[config.mk]
export PLATFORM = sky130hd
export DESIGN_NAME = ring_report_arbiter
export DESIGN_NICKNAME = d
export VERILOG_FILES = /design/src/rtl/ring_rpt_pkg.sv /design/src/rtl/fwd_delay.sv /design/src/rtl/frame_shifter.sv /design/src/rtl/report_fsm.sv /design/src/rtl/ring_report_arbiter.sv
export SDC_FILE = /design/constraint.sdc
export NUM_CORES = 1
export LEC_CHECK = 0
export BUFFER_PORTS_ARGS = -buffer_cell sky130_fd_sc_hd__clkbuf_2
export CORE_MARGIN = 1
export CORE_UTILIZATION = 35
export CTS_CLUSTER_DIAMETER = 30
export CTS_CLUSTER_SIZE = 30
export DETAILED_ROUTE_END_ITERATION = 12
export SYNTH_ARGS = -nofsm -noshare
export SYNTH_HDL_FRONTEND = slang
export SYNTH_HIERARCHICAL = 1
export SYNTH_SLANG_ARGS = --single-unit
export TNS_END_PERCENT = 50
[constraint.sdc]
create_clock -name clk -period 1.8 [get_ports clk]
set_input_delay 0.27 -clock clk [delete_from_list [all_inputs] [get_ports clk]]
set_output_delay 0.27 -clock clk [all_outputs]
set_load 0.05 [all_outputs]
[src/rtl/ring_rpt_pkg.sv]
package ring_rpt_pkg;
    typedef enum logic [2:0] {
        ST_IDLE,
        ST_SEND,
        ST_HDR_TAIL,
        ST_MUTED,
        ST_RESOLVED
    } rpt_state_t;
endpackage

[src/rtl/fwd_delay.sv]
module fwd_delay #(
    parameter int DEPTH = 8
) (
    input  logic clk,
    input  logic rst_n,
    input  logic din,
    output logic dout
);
    logic [DEPTH-1:0] stage_q;

    generate
        for (genvar i = 0; i < DEPTH; i++) begin : g_stage
            if (i == 0) begin : g_first
                always_ff @(posedge clk) begin
                    if (!rst_n) stage_q[i] <= 1'b0;
                    else        stage_q[i] <= din;
                end
            end else begin : g_next
                always_ff @(posedge clk) begin
                    if (!rst_n) stage_q[i] <= 1'b0;
                    else        stage_q[i] <= stage_q[i-1];
                end
            end
        end
    endgenerate

    assign dout = stage_q[DEPTH-1];
endmodule

[src/rtl/frame_shifter.sv]
module frame_shifter #(
    parameter int                    FRAME_BITS = 50,
    parameter logic [FRAME_BITS-1:0] FRAME_PAT  = 50'h2A5C3F0E19B47,
    localparam int                   CW         = $clog2(FRAME_BITS)
) (
    input  logic          clk,
    input  logic          rst_n,
    input  logic          load,
    input  logic          shift,
    output logic          bit_o,
    output logic [CW-1:0] cnt_o
);
    localparam logic [CW-1:0] LAST = CW'(FRAME_BITS - 1);

    logic [FRAME_BITS-1:0] sh_q;
    logic [CW-1:0]         cnt_q;

    always_ff @(posedge clk) begin
        if (!rst_n) begin
            sh_q  <= FRAME_PAT;
            cnt_q <= '0;
        end else if (load) begin
            sh_q  <= FRAME_PAT;
            cnt_q <= '0;
        end else if (shift) begin
            sh_q  <= {sh_q[FRAME_BITS-2:0], sh_q[FRAME_BITS-1]};
            cnt_q <= (cnt_q == LAST) ? '0 : cnt_q + 1'b1;
        end
    end

    assign bit_o = sh_q[FRAME_BITS-1];
    assign cnt_o = cnt_q;

    // the bit index wraps after the last frame bit
    p_cnt_wrap_r3: assert property (@(posedge clk) disable iff (!rst_n)
        (shift && !load && cnt_q == LAST) |=> cnt_q == '0);
    p_cnt_range_r3: assert property (@(posedge clk) disable iff (!rst_n)
        cnt_q <= LAST);
endmodule

[src/rtl/report_fsm.sv]
module report_fsm
    import ring_rpt_pkg::*;
#(
    parameter int  FRAME_BITS = 50,
    parameter int  HDR_BITS   = 10,
    localparam int CW         = $clog2(FRAME_BITS)
) (
    input  logic          clk,
    input  logic          rst_n,
    input  logic          alert_i,
    input  logic          rpt_det_i,
    input  logic          ack_det_i,
    input  logic          mr_det_i,
    input  logic [CW-1:0] cnt_i,
    output rpt_state_t    state_o,
    output logic          load_o,
    output logic          shift_o,
    output logic          reconfig_o,
    output logic          shutdown_o
);
    localparam logic [CW-1:0] HDR_LAST = CW'(HDR_BITS - 1);

    rpt_state_t state_q, state_d;
    logic       rec_d, shut_d;
    logic       rec_q, shut_q;

    always_ff @(posedge clk) begin
        if (!rst_n) begin
            state_q <= ST_IDLE;
            rec_q   <= 1'b0;
            shut_q  <= 1'b0;
        end else begin
            state_q <= state_d;
            rec_q   <= rec_d;
            shut_q  <= shut_d;
        end
    end

    always_comb begin
        state_d = state_q;
        rec_d   = 1'b0;
        shut_d  = 1'b0;
        if (mr_det_i) begin
            state_d = ST_RESOLVED;
            shut_d  = 1'b1;
        end else if (ack_det_i && (state_q == ST_SEND || state_q == ST_HDR_TAIL
                                   || state_q == ST_MUTED)) begin
            state_d = ST_RESOLVED;
            rec_d   = 1'b1;
        end else begin
            unique case (state_q)
                ST_IDLE: begin
                    if (rpt_det_i)    state_d = ST_MUTED;
                    else if (alert_i) state_d = ST_SEND;
                end
                ST_SEND: begin
                    if (rpt_det_i)
                        state_d = (cnt_i < HDR_LAST) ? ST_HDR_TAIL : ST_MUTED;
                end
                ST_HDR_TAIL: begin
                    if (cnt_i == HDR_LAST) state_d = ST_MUTED;
                end
                ST_MUTED: state_d = ST_MUTED;
                ST_RESOLVED: begin
                    if (!alert_i) state_d = ST_IDLE;
                end
                default: state_d = ST_IDLE;
            endcase
        end
    end

    always_comb begin
        load_o     = (state_q == ST_IDLE) && (state_d == ST_SEND);
        shift_o    = (state_q == ST_SEND) || (state_q == ST_HDR_TAIL);
        reconfig_o = rec_q;
        shutdown_o = shut_q;
        state_o    = state_q;
    end

    // master reset always leads to a shutdown pulse
    p_mr_shutdown_r9: assert property (@(posedge clk) disable iff (!rst_n)
        mr_det_i |=> (shutdown_o && !reconfig_o));
    // acknowledge while involved leads to a reconfigure pulse
    p_ack_reconfig_r8: assert property (@(posedge clk) disable iff (!rst_n)
        (ack_det_i && !mr_det_i && (state_q == ST_MUTED || state_q == ST_SEND
                                    || state_q == ST_HDR_TAIL)) |=> reconfig_o);
    // the mute flag holds until the master answers
    p_muted_holds_r7: assert property (@(posedge clk) disable iff (!rst_n)
        (state_q == ST_MUTED && !ack_det_i && !mr_det_i) |=> state_q == ST_MUTED);
    // header completion never runs past the header
    p_tail_in_hdr_r5: assert property (@(posedge clk) disable iff (!rst_n)
        state_q == ST_HDR_TAIL |-> cnt_i <= HDR_LAST);
    // alert in idle starts a report
    p_alert_starts_r2: assert property (@(posedge clk) disable iff (!rst_n)
        (state_q == ST_IDLE && alert_i && !rpt_det_i && !mr_det_i)
        |=> (state_q == ST_SEND && cnt_i == '0));
    // no pulses outside an answer, and never both
    p_cmd_excl_r10: assert property (@(posedge clk) disable iff (!rst_n)
        !(reconfig_o && shutdown_o));
    p_no_rearm_r10: assert property (@(posedge clk) disable iff (!rst_n)
        (state_q == ST_RESOLVED && alert_i) |=> state_q != ST_SEND);
endmodule

[src/rtl/ring_report_arbiter.sv]
module ring_report_arbiter
    import ring_rpt_pkg::*;
#(
    parameter int                    FRAME_BITS = 50,
    parameter int                    HDR_BITS   = 10,
    parameter int                    FWD_DEPTH  = 8,
    parameter logic [FRAME_BITS-1:0] FRAME_PAT  = 50'h2A5C3F0E19B47
) (
    input  logic clk,
    input  logic rst_n,
    input  logic alert_i,
    input  logic rx_bit_i,
    input  logic rpt_det_i,
    input  logic ack_det_i,
    input  logic mr_det_i,
    output logic tx_bit_o,
    output logic reconfig_o,
    output logic shutdown_o
);
    localparam int CW = $clog2(FRAME_BITS);

    rpt_state_t    state;
    logic          load, shift, frame_bit, fwd_bit, own_active;
    logic [CW-1:0] cnt;

    fwd_delay #(.DEPTH(FWD_DEPTH)) u_delay (
        .clk  (clk),
        .rst_n(rst_n),
        .din  (rx_bit_i),
        .dout (fwd_bit)
    );

    frame_shifter #(.FRAME_BITS(FRAME_BITS), .FRAME_PAT(FRAME_PAT)) u_frame (
        .clk  (clk),
        .rst_n(rst_n),
        .load (load),
        .shift(shift),
        .bit_o(frame_bit),
        .cnt_o(cnt)
    );

    report_fsm #(.FRAME_BITS(FRAME_BITS), .HDR_BITS(HDR_BITS)) u_fsm (
        .clk       (clk),
        .rst_n     (rst_n),
        .alert_i   (alert_i),
        .rpt_det_i (rpt_det_i),
        .ack_det_i (ack_det_i),
        .mr_det_i  (mr_det_i),
        .cnt_i     (cnt),
        .state_o   (state),
        .load_o    (load),
        .shift_o   (shift),
        .reconfig_o(reconfig_o),
        .shutdown_o(shutdown_o)
    );

    assign own_active = (state == ST_SEND) || (state == ST_HDR_TAIL);
    assign tx_bit_o   = own_active ? frame_bit : fwd_bit;
endmodule

==> results.tsv, run 1 <==
stage	metric	value	unit
detailed_routing	drt-total-wl	3820	um
global_route	use_met2	0.182	
clock_network	cts_made_buffers	9	
worst_setup_path	slowest_delay	380	ps
worst_setup_path	worst_ep_required_time	1530	ps
floorplanning	rows	30	
run	maxCapViolCount	0	
placement	hpwlAfterDp	2380	um
power	ir_worst_vdd	0.000609	V
sta	max_freq	575	MHz
yosys	yosysWarnings	6	
global_route	antenna_found_initial	0	
yosys	synthTopCellsByCount	69 x dfxtp_1, 50 x mux2i_1, 36 x nor2_1	
clock_network	cts_tree	done	
clock_network	clock_path_buffers	2	
clock_network	clk_latency	330	ps
worst_setup_path	crit_path_cell_trace	xnor2_1, nor2_1, mux2_4, buf_8	
global_route	grt_pass1_wl	6640	um
clock_network	cts_hold_buffers	0	
outcome	outcome	completed	
clock_network	path_clk_slew	70	ps
global_route	busiest_layer	met2	
global_route	grt_use_total	0.116	
floorplanning	ios	10	
placement	place.gp.congestion	0.816	
sta	period_minus_slack	1740	ps
sta	setup_tns	0	ps
sta	fin_crit_sh	0.966	
finish	nets	271	
worst_setup_path	path_class	reg2out	
finish	syn2layout_area_growth	17.9	%
finish	fin_util	0.436	
yosys	ys_seq_area_frac	0.537	
clock_network	cts-root-buf	clkbuf_8	
worst_setup_path	cp-end-kind	output port	
yosys	synth_top_area_cell	dfxtp_1	
worst_setup_path	arrival	1470	ps
global_route	grt_pass1_vias	1485	
floorplanning	design.core.area	6940	um^2
floorplanning	initial_utilization	0.370	
worst_setup_path	r2r_start	u_fsm/state_o[1]	
yosys	synth_nets	254	
yosys	synth_area	2570	um^2
global_route	grtUsageMet3	0.0509	
worst_setup_path	worstSetupStartpoint	u_fsm/state_o[1]	
sta	finalClockSkew	5.85	ps
yosys	avgSynthCellArea	10.5	um^2
detailed_routing	dr_total_vias	1605	
worst_setup_path	cp_slowest_cell	dfxtp_4	
placement	dpl_worst_slack	98.3	ps
detailed_routing	first_pass_iters	4	
yosys	yosysMostFrequentCell	dfxtp_1	
detailed_routing	ant_nets	0	
yosys	synth_seq_cells	69	
sta	hold_viol	0	
sta	finalSetupViolCount	0	
yosys	async_flop_share	0	
sta	slew-limit-headroom	0.813	
detailed_routing	viasPerCell	4.42	
power	powerDensity	1120	nW/um^2
worst_setup_path	worstSetupStartpointType	register	
floorplanning	die-area	7690	um^2
finish	layout-drive-gt1-share	0.169	
sta	whs	136	ps
placement	port_buffers	9	
power	power.leakage	1.14	nW
yosys	synth_top_area_share	0.537	
worst_setup_path	cp_max_fo	7	
power	p_total	3.39	mW
clock_network	cts.sinks	69	
finish	diodes	0	
floorplanning	die_y	87.7	um
clock_network	htree_levels	3	
floorplanning	chipWidth	87.7	um
yosys	synth_cell_types	33	
global_route	gr-total-overflow	0	
worst_hold_path	hold_start	rx_bit_i	
global_route	met1_usage	0.132	
yosys	synth.top_cells.by_area	dfxtp_1 54%, mux2i_1 19%, nor2_1 5.3%	
detailed_routing	wl_per_cell	10.5	um
sta	layout_setup_ws	61.0	ps
sta	grt_setup_unrepaired	no	
yosys	synth_flop_cell	dfxtp_1	
detailed_routing	drtIter0Drc	55	
global_route	grt_max_degree	33	
worst_hold_path	min_path_type	in2reg	
sta	slew_violations	0	
yosys	synth_edf_count	0	
sta	tightest_slew	280	ps
yosys	syn_inst	245	
detailed_routing	drc	0	
-- logic make-up (layout without fill, tap and decap cells) --
logic type	after synthesis	after routing	share of synthesized area
flip-flops	69	69	0.537
AND/OR/NAND/NOR	93	93	0.164
adder cells (fa/ha/maj)	2	2	0.00974
AO/OA/AOI/OAI	10	10	0.0321
multiplexers	51	51	0.199
XOR/XNOR	6	6	0.0205
buffers and inverters	14	36	0.0375
-- per-stage QoR --
step,area [um^2],instances
3_5_place_dp,2760,346
2_1_floorplan,2570,245
6_report,3030,363
5_1_grt,3030,363
4_1_cts,3020,362
3_3_place_gp,2760,346
-- power breakdown --
part           internal (mW)  switching (mW)  total, mW  leakage (nW)
Combinational          0.143           0.157      0.300         0.452
Clock                  0.930           0.538       1.47         0.126
Sequential              1.59          0.0363       1.62         0.563
-- state kept, by name (all words and copies together) (netlist names) --
register	cells
u_fsm/shutdown_o	1
u_frame/cnt_o	6
u_delay/stage_q	7
u_fsm/reconfig_o	1
u_delay/dout	1
u_frame/sh_q	50
u_fsm/state_o	3
-- cells in the final DEF (no fill, tap or decap), types with 2 or more instances in the layout --
master      n
nor2_4      2
nand2_1    33
dfxtp_1    67
nor2_1     35
xnor2_1     3
dfxtp_4     2
buf_12      3
o21ai_1     3
and2_1     10
clkbuf_8   13
nand3_1     4
buf_4       7
clkbuf_2    8
xor2_1      3
mux2i_1    50
ha_1        2
bufinv_16   2
-- routing by layer --
| metal | vias to the layer above | routed length (um) | part of all wire |
|---|---|---|---|
| met3 | 8 | 125 | 0.033 |
| li1 | 844 | - | - |
| met5 | - | 0 | 0 |
| met4 | 0 | 82 | 0.021 |
| met2 | 13 | 1700 | 0.44 |
| met1 | 740 | 1910 | 0.50 |
-- area by class of cell --
| cell class | instances | area, um^2 |
|---|---|---|
| clock inverter | 3 | 65.1 |
| timing repair buffer | 19 | 168 |
| inverter | 1 | 3.75 |
| tap | 96 | 120 |
| sequential | 69 | 1390 |
| fill | 658 | 3910 |
| multi-input combinational | 162 | 1110 |
| clock buffer | 13 | 179 |
-- repair_timing --
item,CTS,global route
setup endpoints to repair,1,1
gates resized for setup,5,3
pin swaps,0,1
cloned,0,0
setup buffers,0,1
-- final timing paths --
kind                                           end  slack, ps  cells past startpoint
worst min-delay path            u_delay/stage_q[0]        140                      2
worst max-delay path                      tx_bit_o         60                      4
worst min register to register  u_delay/stage_q[4]        440                      1
worst max register to register    u_frame/cnt_o[2]        160                      7
-- critical path: cells and delay by family, from the launching register on --
family | cells | cell delay (ps)
XOR/XNOR | 1 | 130
buffers and inverters | 1 | 150
flip-flops | 1 | 380
multiplexers | 1 | 330
AND/OR/NAND/NOR | 1 | 160
Power figures use the tool's default switching activity.
==> run 2, diff against run 1 <==
Settings changed: CORE_MARGIN 1 to 2.
==> run 2 against run 1 <==
Die area grew 4.6%. Critical endpoint unchanged. First-iteration DRC count grew 49%. Power shrank 6.2%. Highest routed layer unchanged. Sequential cell count is the same. Non-clock buffer count is the same.
==> results.tsv, run 2 (synthesis results as in run 1) <==
stage	metric	value	unit	change
floorplanning	initial_utilization	0.358		-0.0119
worst_setup_path	r2r_slack	200	ps	+40 ps
power	powerDensity	1070	nW/um^2	-4.6%
sta	finalSetupViolCount	0		unchanged
worst_setup_path	cp_slowest_cell	dfxtp_4		
clock_network	cts_tree	done		
global_route	antenna_found_initial	0		unchanged
clock_network	postCtsSetupBuffers	0		unchanged
power	combPwrFrac	0.091		+0.003
worst_setup_path	cp_max_fo	8		+1
power	power.leakage	1.11	nW	-2.5%
detailed_routing	wl_per_cell	10.2	um	-3.0%
sta	tightest_slew	332	ps	+52.3 ps
floorplanning	rows	31		+3.3%
floorplanning	design.core.area	7180	um^2	+3.3%
placement	hpwlAfterDp	2390	um	+0.39%
sta	max_freq	579	MHz	+0.69%
worst_setup_path	slowest_delay	380	ps	about the same
global_route	grt_max_degree	51		+55%
run	maxCapViolCount	0		unchanged
finish	diodes	0		unchanged
worst_setup_path	path_class	reg2out		
finish	final_common_cell	dfxtp_1		
worst_setup_path	crit_path_cell_trace	xnor2_1, nor2_1, mux2_1, buf_6		
power	ir_worst_vdd	0.000389	V	-36%
floorplanning	ios	10		unchanged
finish	layout_common_cells	67 x dfxtp_1, 50 x mux2i_1, 35 x nor2_1		
clock_network	clock_path_buffers	2		unchanged
worst_setup_path	worst_ep_required_time	1530	ps	about the same
global_route	grt_pass1_vias	1512		+1.8%
clock_network	clk_latency	330	ps	about the same
clock_network	cts_made_buffers	9		unchanged
detailed_routing	first_pass_iters	4		unchanged
clock_network	htree_levels	3		unchanged
finish	final_area	2980	um^2	-1.7%
finish	largest_reg_flops	50		unchanged
detailed_routing	drtIter0Drc	82		+49%
power	swShare	0.233		+0.0176
placement	place_area	2760	um^2	about the same
worst_setup_path	cp_num_buf_inv	1		unchanged
detailed_routing	drc	0		unchanged
worst_hold_path	min_path_type	in2reg		
sta	slew-limit-headroom	0.778		-0.0346
outcome	outcome	completed		
global_route	gr-total-overflow	0		unchanged
detailed_routing	viasPerCell	4.38		-1.0%
finish	layout-drive-gt1-share	0.165		-0.00375
global_route	grt_pass1_wl	6620	um	-0.30%
detailed_routing	dr_total_vias	1602		-0.19%
worst_setup_path	critPathTopFamily	flip-flops		
sta	slew_violations	0		unchanged
power	power_switching	742	uW	+1.5%
placement	port_buffers	9		unchanged
detailed_routing	drt-total-wl	3730	um	-2.2%
clock_network	cts-root-buf	clkbuf_8		
clock_network	cts.sinks	69		unchanged
clock_network	path_clk_slew	70	ps	about the same
global_route	grt_use_total	0.107		-0.00865
finish	syn2layout_area_growth	15.9	%	
floorplanning	die-area	8040	um^2	+4.6%
power	internal_power	2.44	mW	-8.3%
sta	fin_crit_sh	0.959		-0.00661
placement	place.gp.congestion	0.754		-7.6%
sta	period_minus_slack	1730	ps	-11.9 ps
power	p_clk_frac	0.399		-0.034
worst_setup_path	worstSetupStartpointType	register		
finish	fin_util	0.415		-0.0214
floorplanning	die_y	89.7	um	+2.3%
finish	max_flop_register	u_frame/sh_q		
finish	nets	271		unchanged
power	seqPwrFrac	0.510		+0.031
floorplanning	chipWidth	89.7	um	+2.3%
worst_setup_path	cp-end-kind	output port		
sta	grt_setup_unrepaired	no		
worst_setup_path	arrival	1460	ps	about the same
detailed_routing	ant_nets	0		unchanged
sta	hold_viol	0		unchanged
sta	finalClockSkew	7.34	ps	+1.49 ps
==> run 2: worst reg2reg max path, stage by stage, from the launching register on <==
cell and delay [ps]:
dfxtp_1 310, and4bb_1 260, nand3_1 70, and3_1 160, nor3_1 250, nand2b_1 210
buf_12 180, nor2_1 60
==> run 2: timing repair <==
action,4_1_cts,5_1_grt
resized for setup,4,2
hold buffers,0,0
setup endpoints to repair,1,1
==> run 2: final cells by class <==
cell class,count,area (um^2)
fill,674,4200
sequential,69,1390
multi-input combinational,162,1100
clock buffer,11,151
timing repair buffer,19,151
tap,99,124
clock inverter,5,58.8
inverter,1,3.75
==> run 2: per-stage QoR <==
step / setup WS (ps) / power (mW) / hold WS, ps / TNS [ps] / instances
after floorplan: -0.354 / 1.88 / 384 / -7.09 / 245
after global placement: 153 / 1.94 / 415 / 0 / 350
after detailed placement: 159 / 1.95 / 423 / 0 / 350
after CTS: 10.1 / 3.23 / 125 / 0 / 366
after global routing: 4.72 / 3.34 / 124 / 0 / 366
final: 72.9 / 3.18 / 138 / 0 / 366
==> run 2: routing by layer <==
layer | track usage | routed length (um) | vias to the layer above
li1 | - | - | 852
met5 | 0 | 0 | -
met1 | 0.132 | 1920 | 733
met3 | 0.0302 | 103 | 4
met2 | 0.165 | 1670 | 13
met4 | 0.0651 | 35 | 0
==> run 2: final timing paths <==
check                                   startpoint            endpoint  cells past startpoint
worst max-delay path              u_fsm/state_o[1]            tx_bit_o                      4
worst min-delay path                      rx_bit_i  u_delay/stage_q[0]                      2
worst max register to register    u_frame/cnt_o[2]    u_frame/sh_q[34]                      7
worst min register to register  u_delay/stage_q[0]  u_delay/stage_q[1]                      1
==> run 2: power groups by stage <==
stage / clock network [mW] / logic [mW] / registers (mW)
finish: 1.27 / 0.290 / 1.62
global placement: 0 / 0.287 / 1.66
floorplan: 0 / 0.228 / 1.66
global route: 1.39 / 0.322 / 1.63
CTS: 1.31 / 0.293 / 1.62
detailed placement: 0 / 0.291 / 1.66
